===== config.mk =====
export PLATFORM = sky130hd
export DESIGN_NAME = mem_router
export DESIGN_NICKNAME = d
export VERILOG_FILES = /design/src/rtl/mrt_pkg.sv /design/src/rtl/mrt_decode.sv /design/src/rtl/mrt_seq.sv /design/src/rtl/mrt_portmux.sv /design/src/rtl/mem_router.sv
export SDC_FILE = /design/constraint.sdc
export NUM_CORES = 1
export LEC_CHECK = 0
export BUFFER_PORTS_ARGS = -buffer_cell sky130_fd_sc_hd__buf_4
export CAP_MARGIN = 5
export CORE_UTILIZATION = 44
export CTS_CLUSTER_DIAMETER = 50
export DETAILED_ROUTE_END_ITERATION = 10
export PLACE_DENSITY = 0.86
export SYNTH_ARGS = -nofsm -noshare
export SYNTH_HDL_FRONTEND = slang
export SYNTH_SLANG_ARGS = --single-unit

===== constraint.sdc =====
create_clock -name clk -period 2.6 [get_ports clk]
set_input_delay 0.13 -clock clk [delete_from_list [all_inputs] [get_ports clk]]
set_output_delay 0.13 -clock clk [all_outputs]
set_load 0.01 [all_outputs]

===== src/rtl/mrt_pkg.sv =====
package mrt_pkg;
  typedef enum logic [2:0] {
    ST_IDLE,
    ST_ADDR,
    ST_STRB,
    ST_DATA,
    ST_IREQ,
    ST_IWAIT,
    ST_DONE
  } rt_state_e;
endpackage


===== src/rtl/mrt_decode.sv =====
module mrt_decode #(
  parameter int AW = 16
) (
  input  logic [AW-1:0] addr,
  input  logic          code,
  input  logic [AW:0]   code_size,
  input  logic [AW:0]   data_size,
  output logic          internal
);
  localparam logic [AW:0] FULL = {1'b1, {AW{1'b0}}};

  always_comb begin
    logic [AW:0] limit;
    limit    = code ? code_size : data_size;
    internal = ({1'b0, addr} < limit);
    // a zero program size sends every fetch out
    if (code && code_size == '0)
      p_zero_code_r2: assert (!internal);
    // a full-size data space keeps every address on-chip
    if (!code && data_size == FULL)
      p_full_data_r11: assert (internal);
  end
endmodule


===== src/rtl/mrt_seq.sv =====
module mrt_seq
  import mrt_pkg::*;
#(
  parameter int AW = 16,
  parameter int DW = 8
) (
  input  logic          clk,
  input  logic          rst_n,
  input  logic          req_valid,
  output logic          req_ready,
  input  logic          req_code,
  input  logic          req_write,
  input  logic [AW-1:0] req_addr,
  input  logic [DW-1:0] req_wdata,
  input  logic          is_int,
  output logic          rsp_valid,
  input  logic          rsp_ready,
  output logic [DW-1:0] rsp_rdata,
  output logic          rsp_ext,
  output logic          int_en,
  output logic          int_code,
  output logic          int_we,
  output logic [AW-1:0] int_addr,
  output logic [DW-1:0] int_wdata,
  input  logic [DW-1:0] int_rdata,
  output logic          bus_own,
  output logic          ale,
  output logic          psen_n,
  output logic          rd_n,
  output logic          wr_n,
  output logic [DW-1:0] bus_lo,
  output logic          bus_lo_oe,
  output logic [AW-DW-1:0] bus_hi,
  input  logic [DW-1:0] p0_in
);
  rt_state_e     state;
  logic          r_code, r_write, r_ext;
  logic [AW-1:0] r_addr;
  logic [DW-1:0] r_wdata, r_rdata;
  logic          strobe;

  always_ff @(posedge clk or negedge rst_n) begin
    if (!rst_n) begin
      state   <= ST_IDLE;
      r_code  <= 1'b0;
      r_write <= 1'b0;
      r_ext   <= 1'b0;
      r_addr  <= '0;
      r_wdata <= '0;
      r_rdata <= '0;
    end else begin
      unique case (state)
        ST_IDLE: if (req_valid) begin
          r_code  <= req_code;
          r_write <= req_write & ~req_code;  // program space is read-only
          r_addr  <= req_addr;
          r_wdata <= req_wdata;
          r_ext   <= ~is_int;
          state   <= is_int ? ST_IREQ : ST_ADDR;
        end
        ST_ADDR:  state <= ST_STRB;
        ST_STRB:  state <= ST_DATA;
        ST_DATA: begin
          r_rdata <= r_write ? '0 : p0_in;
          state   <= ST_DONE;
        end
        ST_IREQ:  state <= ST_IWAIT;
        ST_IWAIT: begin
          r_rdata <= r_write ? '0 : int_rdata;
          state   <= ST_DONE;
        end
        ST_DONE:  if (rsp_ready) state <= ST_IDLE;
        default:  state <= ST_IDLE;
      endcase
    end
  end

  assign strobe    = (state == ST_STRB) || (state == ST_DATA);
  assign req_ready = (state == ST_IDLE);
  assign rsp_valid = (state == ST_DONE);
  assign rsp_rdata = r_rdata;
  assign rsp_ext   = r_ext;

  assign int_en    = (state == ST_IREQ);
  assign int_code  = r_code;
  assign int_we    = (state == ST_IREQ) && r_write;
  assign int_addr  = r_addr;
  assign int_wdata = r_wdata;

  assign bus_own   = (state == ST_ADDR) || strobe || ((state == ST_DONE) && r_ext);
  assign ale       = (state == ST_ADDR);
  assign psen_n    = ~(strobe & r_code);
  assign rd_n      = ~(strobe & ~r_code & ~r_write);
  assign wr_n      = ~(strobe & r_write);
  assign bus_lo    = (state == ST_ADDR) ? r_addr[DW-1:0] : r_wdata;
  assign bus_lo_oe = (state == ST_ADDR) || (strobe && r_write);
  assign bus_hi    = r_addr[AW-1:DW];

  p_one_strobe_r5: assert property (@(posedge clk) disable iff (!rst_n)
    $countones({~psen_n, ~rd_n, ~wr_n}) <= 1);
  p_ale_quiet_r4: assert property (@(posedge clk) disable iff (!rst_n)
    ale |-> (psen_n && rd_n && wr_n));
  p_hi_hold_r4: assert property (@(posedge clk) disable iff (!rst_n)
    strobe |-> $stable(bus_hi));
  p_rsp_hold_r9: assert property (@(posedge clk) disable iff (!rst_n)
    (rsp_valid && !rsp_ready) |=> (rsp_valid && $stable(rsp_rdata) && $stable(rsp_ext)));
  p_int_no_bus_r7: assert property (@(posedge clk) disable iff (!rst_n)
    int_en |-> !bus_own);
endmodule


===== src/rtl/mrt_portmux.sv =====
module mrt_portmux #(
  parameter int DW = 8,
  parameter int NP = 2
) (
  input  logic                   clk,
  input  logic                   rst_n,
  input  logic                   bus_own,
  input  logic [NP-1:0][DW-1:0]  bus_val,
  input  logic [NP-1:0]          bus_oe,
  input  logic [NP-1:0][DW-1:0]  gpio_val,
  input  logic [NP-1:0][DW-1:0]  gpio_oe,
  output logic [NP-1:0][DW-1:0]  pin_val,
  output logic [NP-1:0][DW-1:0]  pin_oe
);
  for (genvar i = 0; i < NP; i++) begin : g_port
    assign pin_val[i] = bus_own ? bus_val[i] : gpio_val[i];
    assign pin_oe[i]  = bus_own ? {DW{bus_oe[i]}} : gpio_oe[i];

    p_gpio_idle_r7: assert property (@(posedge clk) disable iff (!rst_n)
      !bus_own |-> (pin_oe[i] == gpio_oe[i] && pin_val[i] == gpio_val[i]));
  end
endmodule


===== src/rtl/mem_router.sv =====
module mem_router #(
  parameter int DW = 8
) (
  input  logic              clk,
  input  logic              rst_n,
  input  logic [2*DW:0]     code_size,
  input  logic [2*DW:0]     data_size,
  input  logic              req_valid,
  output logic              req_ready,
  input  logic              req_code,
  input  logic              req_write,
  input  logic [2*DW-1:0]   req_addr,
  input  logic [DW-1:0]     req_wdata,
  output logic              rsp_valid,
  input  logic              rsp_ready,
  output logic [DW-1:0]     rsp_rdata,
  output logic              rsp_ext,
  output logic              int_en,
  output logic              int_code,
  output logic              int_we,
  output logic [2*DW-1:0]   int_addr,
  output logic [DW-1:0]     int_wdata,
  input  logic [DW-1:0]     int_rdata,
  output logic              ale,
  output logic              psen_n,
  output logic              rd_n,
  output logic              wr_n,
  output logic [DW-1:0]     p0_out,
  output logic [DW-1:0]     p0_oe,
  input  logic [DW-1:0]     p0_in,
  output logic [DW-1:0]     p2_out,
  output logic [DW-1:0]     p2_oe,
  input  logic [DW-1:0]     gpio0_out,
  input  logic [DW-1:0]     gpio0_oe,
  input  logic [DW-1:0]     gpio2_out,
  input  logic [DW-1:0]     gpio2_oe
);
  localparam int AW = 2 * DW;
  localparam int NP = 2;

  logic                  is_int, bus_own, bus_lo_oe;
  logic [DW-1:0]         bus_lo, bus_hi;
  logic [NP-1:0][DW-1:0] pin_val, pin_oe;

  mrt_decode #(.AW(AW)) u_dec (
    .addr(req_addr), .code(req_code),
    .code_size(code_size), .data_size(data_size), .internal(is_int)
  );

  mrt_seq #(.AW(AW), .DW(DW)) u_seq (
    .clk(clk), .rst_n(rst_n),
    .req_valid(req_valid), .req_ready(req_ready), .req_code(req_code),
    .req_write(req_write), .req_addr(req_addr), .req_wdata(req_wdata),
    .is_int(is_int),
    .rsp_valid(rsp_valid), .rsp_ready(rsp_ready), .rsp_rdata(rsp_rdata), .rsp_ext(rsp_ext),
    .int_en(int_en), .int_code(int_code), .int_we(int_we), .int_addr(int_addr),
    .int_wdata(int_wdata), .int_rdata(int_rdata),
    .bus_own(bus_own), .ale(ale), .psen_n(psen_n), .rd_n(rd_n), .wr_n(wr_n),
    .bus_lo(bus_lo), .bus_lo_oe(bus_lo_oe), .bus_hi(bus_hi), .p0_in(p0_in)
  );

  mrt_portmux #(.DW(DW), .NP(NP)) u_mux (
    .clk(clk), .rst_n(rst_n), .bus_own(bus_own),
    .bus_val({bus_hi, bus_lo}), .bus_oe({1'b1, bus_lo_oe}),
    .gpio_val({gpio2_out, gpio0_out}), .gpio_oe({gpio2_oe, gpio0_oe}),
    .pin_val(pin_val), .pin_oe(pin_oe)
  );

  assign p0_out = pin_val[0];
  assign p0_oe  = pin_oe[0];
  assign p2_out = pin_val[1];
  assign p2_oe  = pin_oe[1];
endmodule


Word-level counts from Yosys, hierarchy flattened:

Cells that the tools add are included.

* bits of input ports: 112
* word-level logic and storage cells: 53
* bits in registers: 38

* magnitude comparators: 1
* mux-type cells: 13
* bitwise logic cells: 12
* equality and inequality tests: 8
* reduce and logical (&&, ||, !) cells: 12

Operators with widths (count)
* two-way mux 8 bit: 7
* case mux 3 bit (6 select lines): 1
* < comparator 16 x 17 -> 1 bit: 1
* two-way mux 17 bit: 1
* case mux 8 bit (2 select lines): 1
* equality test 3 bit (second input constant): 3
* two-way mux 3 bit: 3
* inverter 1 bit: 7
* equality test 3 x 2 -> 1 bit (second input constant): 2
* AND 1 bit: 5
* logical OR 1 bit: 4
* AND reduction 2 bit: 2
* equality test 3 x 1 -> 1 bit (second input constant): 1
* logical AND 1 bit: 3
* logical NOT 3 bit: 1
* != test 2 x 1 -> 1 bit (second input constant): 1
* != test 2 bit (second input constant): 1
* nonzero test 2 bit: 1
* OR reduction 2 bit: 1

Depth between registers and ports, before layout:

Gate-level depths: netlist of the first run.

* depth after elaboration: 5
* gate-level depth with buffers: 9

By module:

Synthesis of the first run repeated with hierarchy kept, for this count alone.

* cell total of the unflattened synthesis: 229
* area, all modules: 2877.8 sq um

Modules (own cells, without submodules)
* mrt_seq: sequential area each 950.9 sq um, instances 1, area each 1820.5 sq um, cells an instance 136
* mrt_portmux: sequential area each 0.0 sq um, instances 1, area each 544.3 sq um, cells an instance 36
* mrt_decode: sequential area each 0.0 sq um, instances 1, area each 509.2 sq um, cells an instance 56
* mem_router: sequential area each 0.0 sq um, instances 1, area each 3.8 sq um, cells an instance 1

Worst setup path after synthesis of the first run:

No wires, ideal clock.

* path type: input to register
* start: in req_code
* end: reg u_seq.r_ext, in the netlist u_seq.rsp_ext
* data required time: 2.475 ns
* buffers on the path: 2
* path slack: 0.711 ns
* stages: 9
* arrival: 1.764 ns
* library setup time: 0.125 ns
* cells stage by stage: buf_6 -> buf_2 -> mux2i_1 -> ha_1 -> and4_1 -> o21ai_0 -> a311o_1 -> o211ai_2 -> mux2_4

* word-level cells in the longest chain between the ends: 3

RTL lines
* start: declaration: RTL line mem_router.sv:10 `input logic req_code,`
* two-way mux 17 bit: RTL line mrt_decode.sv:14 `limit = code ? code_size : data_size;`
* < comparator 16 x 17 -> 1 bit: RTL line mrt_decode.sv:15 `internal = ({1'b0, addr} < limit);`
* inverter 1 bit: RTL line mrt_seq.sv:58 `r_ext <= ~is_int;`
* end signal: assignment: RTL line mrt_seq.sv:58
* end: declaration: RTL line mrt_seq.sv:37 `logic r_code, r_write, r_ext;`

Every way passes these cells.
A chain may end at the register's enable or synchronous reset.

Worst setup path after layout of the first run:

* start: reg u_seq.state[1]
* end: out p0_out[3]

* word-level cells in the longest chain between the ends: 5
* elaborated cells on any way between the ends: 10
* classes of those cells: 4 x eq/ne; 2 x mux; 4 x reduce/logical

RTL lines
* start: declaration: RTL line mrt_seq.sv:36 `rt_state_e state;`
* start signal: assignment: RTL line mrt_seq.sv:59 `state <= is_int ? ST_IREQ : ST_ADDR;`
* equality test 3 x 2 -> 1 bit: RTL line mrt_seq.sv:78 `assign strobe = (state == ST_STRB) || (state == ST_DATA);`
* logical OR 1 bit: RTL line mrt_seq.sv:78
* logical OR 1 bit (2 in a row): RTL line mrt_seq.sv:90 `assign bus_own = (state == ST_ADDR) || strobe || ((state == ST_DONE) && r_ext);`
* two-way mux 8 bit (*): RTL line mrt_portmux.sv:16 `assign pin_val[i] = bus_own ? bus_val[i] : gpio_val[i];`
* end: declaration: RTL line mem_router.sv:28 `output logic [DW-1:0] p0_out,`

Every way passes the cells marked *; elsewhere a longest branch is shown, timed or not.

==> out/metrics.sh, run 1 <==
MAPPEDNETLISTNETS=433
CTS.ROOT.BUFFER_CELL='sky130_fd_sc_hd__clkbuf_8'
ROUTE.DETAILED.WL_PER_INST_UM=14.4
CRITICAL_PATH.SLOWEST_CELL='sky130_fd_sc_hd__o21ai_4'
REMAINING_DRC_ERRORS=0
CRITICAL_PATH.N_BUFFERS_INVERTERS=2
YOSYS.CELL_TYPES.COUNT=35
POWERDENSITY_mW_PER_MM2=1030
CTS.REPAIR_TIMING.SETUP_BUFFER_COUNT=0
TIMING.MAX_CAP.VIOLATIONS=0
DRT-INITIAL-DRC-COUNT=81
FINAL.SETUP.TNS_PS=0
NUMCLOCKSINKS=38
FIRST_GLOBAL_VIAS=2708
FLOORPLAN.IO_PINS=186
ENDPOINT='p0_out[3]'
NUMBER_OF_HOLD_SLACK_VIOLATIONS_IN_THE_FINAL_TIMING_REPORT=0
DETAILROUTE.VIA_COUNT=2856
SYNTH.YOSYS.WARNINGS=0
YOSYS-TOP-CELLS-AREA='sky130_fd_sc_hd__dfrtp_1 (38%), sky130_fd_sc_hd__nand2_1 (18%), sky130_fd_sc_hd__mux2i_1 (13%)'
GRT_FIRST_PASS_WIRELENGTH_UM=12800
HOLD_PATH.CLASS='in -> reg'
CTS-BUFFERS-INSERTED=5
STD_CELL_ROWS=27
RSZ_0062_RAISED_AFTER_GLOBAL_ROUTING='no'
WORST_SETUP_PATH_START_KIND='flop'
INITIAL_UTIL_PCT=45.7
ROUTED_WIRELENGTH_UM=8090
CRIT_CHAIN='o21ai_4 > buf_4 > nand2_1 > o21ai_0 > buf_4'
FMAX_GHz=0.449
R2R-START='u_seq.state[1]'
GP_ROUTABILITY_CONGESTION=0.845
TIMING_MAX_TRANSITION_VIOLATIONS_FINAL=0
MOSTFREQUENTLAYOUTCELL='sky130_fd_sc_hd__buf_4'
MIN_PATH_CELLS=3
FLOORPLAN.DIE_AREA_MM2=0.00606
END_KIND='output port'
SKEW_PS=4.46
CRITICAL-PATH-MAX-STAGE-DELAY_PS=630
RELSLEWSLACK_PCT=37.1
WORSTREGTOREGCELLS=3
DIE_X_UM=77.8
HPWLAFTERDP_UM=6250
SYNTHESIZED_FLOP_AND_LATCH_TOTAL=38
TIMING_WORST_SLEW_PIN_VALUE_PS=941
TRITONCTS='yes'
STARTPOINT='u_seq.state[1]'
WORST_EP_REQUIRED_TIME_PS=2470
FINAL_LAYOUT_SIZE_SUFFIX_GT1_SHARE_PCT=42.2
GRT_START_MAX_NET_PINS=39
SYNTHESIS.INSTANCES=306
MIN_PERIOD_PS=2230
DESIGN.FINAL.NETS=614
CRITICAL-PATH-TOP-CELL-BY-COUNT='sky130_fd_sc_hd__buf_4'
GRT.OVERFLOW.TOTAL=0
TRACK_USAGE_PCT=26.7
SYN_AVG_CELL_AREA_UM2=8.27
FILLCELLCOUNT=439
REG_CLK_SLEW_REPORTED_PATHS_PS=70
SYNTH_TOP_CELL_AREA_SHARE_PCT=37.6
POST_SYNTH_INSTANCE_AREA_MM2=0.00253
YOSYSSEQAREASHARE_PCT=37.6
PEAKVDDDROP_uV=557
MOST-COMMON-LAYOUT-CELLS='sky130_fd_sc_hd__buf_4 (190), sky130_fd_sc_hd__nand2_1 (122), sky130_fd_sc_hd__dfrtp_1 (38)'
CRITICAL_PATH_CLASS='reg -> out'
AREA_GROWTH_PCT=63.0
NUMBER_OF_ANTENNA_VIOLATIONS_AT_THE_FIRST_CHECK_IN_GLOBAL_ROUTING=0
VIAS_PER_CELL=5.10
DRT.ANTENNA.VIOLATING_NETS=0
CLOCK_INSERTION_DELAY_WORST_SKEW_PS=290
CP_DATA_ARRIVAL_TIME_PS=2100
WORSTREG2REGEND='u_seq.state[2]'
PORTBUFFERS=185
SETUP_VIOLATING_ENDPOINT_COUNT_IN_THE_FINAL_REPORT=0
RUN_STATUS='finished clean'
CRIT_PATH_MAX_FANOUT=22
REGISTER_TO_REGISTER_PATH_SETUP_SLACK_PS=670
STAGES_ON_WORST_SETUP_PATH=5
DRTPASS1ITERATIONS=4
DIE_HEIGHT_UM=77.8
POST-ROUTE-PERIOD-UTIL_PCT=85.6
PATH_DELAY_FAMILY='compound AO/OA/AOI/OAI gates'
STATIC-LEAKAGE-POWER_uW=0.00234
HOLDWS_PS=27.8
POST-SYNTH-TOP-AREA-CELL='sky130_fd_sc_hd__dfrtp_1'
CTS_HTREE_LEVELS=2
CTSLONGESTPATHBUFFERS=2
CORE_BOX_AREA_MM2=0.00554
N_ANTENNA_CELL=0
-- where the power goes --
group	internal, uW	switching [uW]	leakage [uW]
sequential	852	272	0.000480
combinational	1250	1250	0.00179
clock	409	210	0.0000714
total	2510	1730	0.00234
-- final cells by class --
| type | instances | area, um^2 | share of cell area [%] |
|---|---|---|---|
| Clock inverter | 2 | 60.1 | 1.46 |
| Clock buffer | 6 | 82.6 | 2.00 |
| Tap cell | 72 | 90.1 | 2.18 |
| Inverter | 2 | 7.51 | 0.182 |
| Sequential cell | 38 | 951 | 23.1 |
| Multi-Input combinational cell | 249 | 1500 | 36.3 |
| Timing Repair Buffer | 191 | 1440 | 34.8 |
-- per-layer routing --
layer  track usage, %  wire (um)  vias to the layer above
li1                 -          -                     1385
met1             31.0       3200                     1326
met2             48.7       4110                      127
met3             4.12        552                       18
met4             11.1        223                        0
met5                0          0                        -
-- worst min-delay path, stage by stage --
cell and delay, ps:
sky130_fd_sc_hd__buf_4 70, sky130_fd_sc_hd__nand2_1 30, sky130_fd_sc_hd__nand2_1 40
-- state kept, by name, summed over array words and instances (netlist names) --
register and count:
u_seq.int_addr 16, u_seq.int_code 1, u_seq.int_wdata 8, u_seq.r_write 1, u_seq.rsp_ext 1, u_seq.rsp_rdata 8
u_seq.state 3
-- through the flow --
stage | area (um^2) | instances | total power (uW) | worst slack, ps | utilization, %
3_5_place_dp | 3970 | 551 | 3620 | 424 | 71.6
2_1_floorplan | 2530 | 306 | 2340 | 711 | -
6_report | 4130 | 560 | 4250 | 374 | 74.5
3_3_place_gp | 3970 | 551 | 3540 | 561 | 71.6
4_1_cts | 4120 | 560 | 4250 | 109 | 74.3
5_1_grt | 4130 | 560 | 4550 | 243 | 74.5
-- synth_stat cells --
cell type	count
sky130_fd_sc_hd__a211oi_1	1
sky130_fd_sc_hd__a21o_1	9
sky130_fd_sc_hd__a21oi_1	8
sky130_fd_sc_hd__a311o_1	1
sky130_fd_sc_hd__and2_1	2
sky130_fd_sc_hd__and3b_1	1
sky130_fd_sc_hd__and4_1	3
sky130_fd_sc_hd__buf_2	7
sky130_fd_sc_hd__buf_4	3
sky130_fd_sc_hd__buf_6	1
sky130_fd_sc_hd__clkbuf_1	6
sky130_fd_sc_hd__dfrtp_1	38
sky130_fd_sc_hd__ha_1	15
sky130_fd_sc_hd__inv_1	2
sky130_fd_sc_hd__mux2_4	1
sky130_fd_sc_hd__mux2i_1	33
sky130_fd_sc_hd__nand2_1	122
sky130_fd_sc_hd__nand2_2	1
sky130_fd_sc_hd__nand2b_1	10
sky130_fd_sc_hd__nand3_1	1
sky130_fd_sc_hd__nand3b_1	1
sky130_fd_sc_hd__nand4_1	1
sky130_fd_sc_hd__nor2_1	3
sky130_fd_sc_hd__nor2b_1	3
sky130_fd_sc_hd__nor2b_2	1
sky130_fd_sc_hd__nor3_1	1
sky130_fd_sc_hd__nor3_2	1
sky130_fd_sc_hd__nor3b_1	2
sky130_fd_sc_hd__o211a_1	1
sky130_fd_sc_hd__o211ai_2	1
sky130_fd_sc_hd__o21ai_0	21
sky130_fd_sc_hd__o21ai_1	2
sky130_fd_sc_hd__o21ai_2	1
sky130_fd_sc_hd__o22ai_1	1
sky130_fd_sc_hd__o31a_1	1
-- how the worst min path moves through the flow --
stage / from / end
2_1_floorplan: rst_n / u_seq.int_addr[0]
3_3_place_gp: rst_n / u_seq.rsp_rdata[7]
3_5_place_dp: rst_n / u_seq.rsp_rdata[7]
4_1_cts: req_wdata[2] / u_seq.int_wdata[2]
5_1_grt: req_wdata[0] / u_seq.int_wdata[0]
6_report: req_wdata[2] / u_seq.int_wdata[2]
-- what timing repair did --
item	4_1_cts	5_1_grt
hold buffers	1	0
hold endpoints to repair	38	0
gates resized for setup	0	1
endpoints found under the setup margin	0	2
-- cell families (layout without fill, tap and decap cells) --
logic type      Yosys count  after routing  synth area share, %
flops                    38             38                 37.6
simple gates            153            153                 26.1
buf+inv                  19            201                 3.90
compound gates           47             47                 11.3
mux                      34             34                 13.6
fa+ha+maj                15             15                 7.41
Power figures use the tool's default switching activity.
==> run 2, diff against run 1 <==
--- a/config.mk
+++ b/config.mk
@@ -10,6 +10,7 @@
 export CORE_UTILIZATION = 44
 export CTS_CLUSTER_DIAMETER = 50
 export DETAILED_ROUTE_END_ITERATION = 10
+export MAX_ROUTING_LAYER = met4
 export PLACE_DENSITY = 0.86
 export SYNTH_ARGS = -nofsm -noshare
 export SYNTH_HDL_FRONTEND = slang
==> out/metrics.sh, run 2 (synthesis gave the netlist of run 1 again) <==
TIMING_MAX_TRANSITION_VIOLATIONS_FINAL=0  # unchanged
PATH_DELAY_FAMILY='compound AO/OA/AOI/OAI gates'
CRIT_CHAIN='o21ai_4 > buf_4 > nand2_1 > o21ai_0 > buf_4'
FINAL-SEQ-AREA_UM2=951  # unchanged
WORST_EP_REQUIRED_TIME_PS=2470  # about the same
DP.CELLS=551  # unchanged
FIRST_GLOBAL_VIAS=2711  # +0.11%
DRT.ANTENNA.VIOLATING_NETS=0  # unchanged
FMAX_GHz=0.448  # -0.19%
SKEW_PS=2.91  # -1.55 ps
CLOCK_INSERTION_DELAY_WORST_SKEW_PS=290  # about the same
MIN_FROM='req_wdata[2]'
CRITICAL_PATH_CLASS='reg -> out'
POST-ROUTE-PERIOD-UTIL_PCT=85.8  # +0.16 points
NUMBER_OF_HOLD_SLACK_VIOLATIONS_IN_THE_FINAL_TIMING_REPORT=0  # unchanged
ROUTE.DETAILED.WL_PER_INST_UM=14.4  # -0.17%
STATIC-LEAKAGE-POWER_uW=0.00234  # unchanged
CP_DATA_ARRIVAL_TIME_PS=2100  # about the same
REGISTER_TO_REGISTER_PATH_SETUP_SLACK_PS=670  # about the same
DETAILROUTE.VIA_COUNT=2867  # +0.39%
NUMCLOCKSINKS=38  # unchanged
N_ANTENNA_CELL=0  # unchanged
WORSTHOLDENDPOINT='u_seq.int_wdata[2]'
GP_ROUTABILITY_CONGESTION=0.858  # +1.6%
FLOORPLAN.IO_PINS=186  # unchanged
WORST_SETUP_PATH_START_KIND='flop'
RELSLEWSLACK_PCT=37.1  # about the same
TRITONCTS='yes'
WORSTREG2REGEND='u_seq.state[2]'
MOST-COMMON-LAYOUT-CELLS='sky130_fd_sc_hd__buf_4 (190), sky130_fd_sc_hd__nand2_1 (122), sky130_fd_sc_hd__dfrtp_1 (38)'
DIE_X_UM=77.8  # unchanged
CRITICAL_PATH.SLOWEST_CELL='sky130_fd_sc_hd__o21ai_4'
POST_DP_CELL_AREA_MM2=0.00397  # unchanged
PEAKVDDDROP_uV=559  # +0.28%
CRITICAL-PATH-TOP-CELL-BY-COUNT='sky130_fd_sc_hd__buf_4'
TIMING.MAX_CAP.VIOLATIONS=0  # unchanged
DIE_HEIGHT_UM=77.8  # unchanged
RSZ_0062_RAISED_AFTER_GLOBAL_ROUTING='no'
DESIGN.FINAL.NETS=614  # unchanged
LARGEST_REG_FLOPS=16  # unchanged
INITIAL_UTIL_PCT=45.7  # unchanged
DRT-INITIAL-DRC-COUNT=82  # +1.2%
FINAL.SETUP.TNS_PS=0  # unchanged
VIAS_PER_CELL=5.12  # +0.39%
MULTI_INPUT_AREA_MM2=0.00150  # unchanged
REMAINING_DRC_ERRORS=0  # unchanged
TRACK_USAGE_PCT=27.5  # +0.71 points
CTSLONGESTPATHBUFFERS=2  # unchanged
MIN_PERIOD_PS=2230  # +4.26 ps
FILLCELLCOUNT=439  # unchanged
SETUP_VIOLATING_ENDPOINT_COUNT_IN_THE_FINAL_REPORT=0  # unchanged
CTS-BUFFERS-INSERTED=5  # unchanged
STD_CELL_ROWS=27  # unchanged
HOLDWS_PS=27.9  # +0.0467 ps
CTS.ROOT.BUFFER_CELL='sky130_fd_sc_hd__clkbuf_8'
CTS_HTREE_LEVELS=2  # unchanged
GRT_FIRST_PASS_WIRELENGTH_UM=12800  # about the same
END_KIND='output port'
R2R-START='u_seq.state[1]'
GRT.OVERFLOW.TOTAL=0  # unchanged
WORSTREGTOREGCELLS=3  # unchanged
CRIT_PATH_MAX_FANOUT=22  # unchanged
FLOORPLAN.DIE_AREA_MM2=0.00606  # unchanged
HPWLAFTERDP_UM=6250  # unchanged
TIMING_WORST_SLEW_PIN_VALUE_PS=941  # +0.0535 ps
CTS.REPAIR_TIMING.SETUP_BUFFER_COUNT=0  # unchanged
MOSTFREQUENTLAYOUTCELL='sky130_fd_sc_hd__buf_4'
PORTBUFFERS=185  # unchanged
AREA_GROWTH_PCT=63.0  # unchanged
LAYOUTNONFILLERINSTCOUNT=560  # unchanged
CRITICAL-PATH-MAX-STAGE-DELAY_PS=630  # about the same
REG_CLK_SLEW_REPORTED_PATHS_PS=80  # about the same
MIN_PATH_CELLS=3  # unchanged
HOLD_PATH.CLASS='in -> reg'
DRTPASS1ITERATIONS=4  # unchanged
FINAL_LAYOUT_SIZE_SUFFIX_GT1_SHARE_PCT=42.2  # unchanged
STDCELL_AREA_MM2=0.00413  # unchanged
NUMBER_OF_ANTENNA_VIOLATIONS_AT_THE_FIRST_CHECK_IN_GLOBAL_ROUTING=0  # unchanged
POWER.TOTAL_uW=4250  # about the same
CORE_BOX_AREA_MM2=0.00554  # unchanged
ROUTED_WIRELENGTH_UM=8080  # -0.17%
POWERDENSITY_mW_PER_MM2=1030  # about the same
GRT_START_MAX_NET_PINS=39  # unchanged
RUN_STATUS='finished clean'
CRITICAL_PATH.N_BUFFERS_INVERTERS=2  # unchanged
run 2: cell counts in the layout (fill, tap and decap cells not counted):
No cell type changed its count.
run 2: metrics by stage:
stage	utilization, %	setup WS [ps]
after floorplan	-	711
after global placement	71.6	561
after detailed placement	71.6	424
after CTS	74.3	109
after global routing	74.5	243
final	74.5	369
run 2: worst max path at each step:
stage                   startpoint       endpoint  slack [ps]  depth (start not counted)
finish              u_seq.state[1]      p0_out[3]         370                          5
detailed placement  u_seq.state[1]      p0_out[3]         420                          5
CTS                 u_seq.state[1]      p0_out[3]         110                          5
global placement    u_seq.state[1]      p0_out[7]         560                          5
floorplan                 req_code  u_seq.rsp_ext         710                          9
global route        u_seq.state[1]      p0_out[3]         240                          5
run 2: final cells by class:
| cell class | count | area share, % |
|---|---|---|
| inverter | 2 | 0.182 |
| multi-input combinational | 249 | 36.3 |
| clock inverter | 2 | 1.46 |
| timing repair buffer | 191 | 34.8 |
| sequential | 38 | 23.1 |
| tap | 72 | 2.18 |
| clock buffer | 6 | 2.00 |
run 2: per-layer routing:
layer / share of wire (%) / wire length (um) / track usage (%)
met4: 2.7 / 218 / 11.1
met2: 51 / 4110 / 48.7
met1: 40 / 3200 / 31.0
met5: 0 / 0 / -
met3: 6.7 / 543 / 3.88
run 2: worst reg2reg max path, stage by stage, from the launching register on:
cell and delay (ps):
sky130_fd_sc_hd__dfrtp_1 550, sky130_fd_sc_hd__nor3_2 310, sky130_fd_sc_hd__nand2_1 600, sky130_fd_sc_hd__o22ai_1 370
run 2: report_power, final:
part	leakage, uW	switching, uW	internal [uW]
combinational	0.00179	1250	1250
sequential	0.000480	273	852
clock	0.0000714	212	409
total	0.00234	1740	2510
run 2: what timing repair did:
item                                    in CTS  in global routing
endpoints found under the setup margin       0                  2
hold endpoints to repair                    38                  0
hold buffers                                 1                  0
gates resized for setup                      0                  1
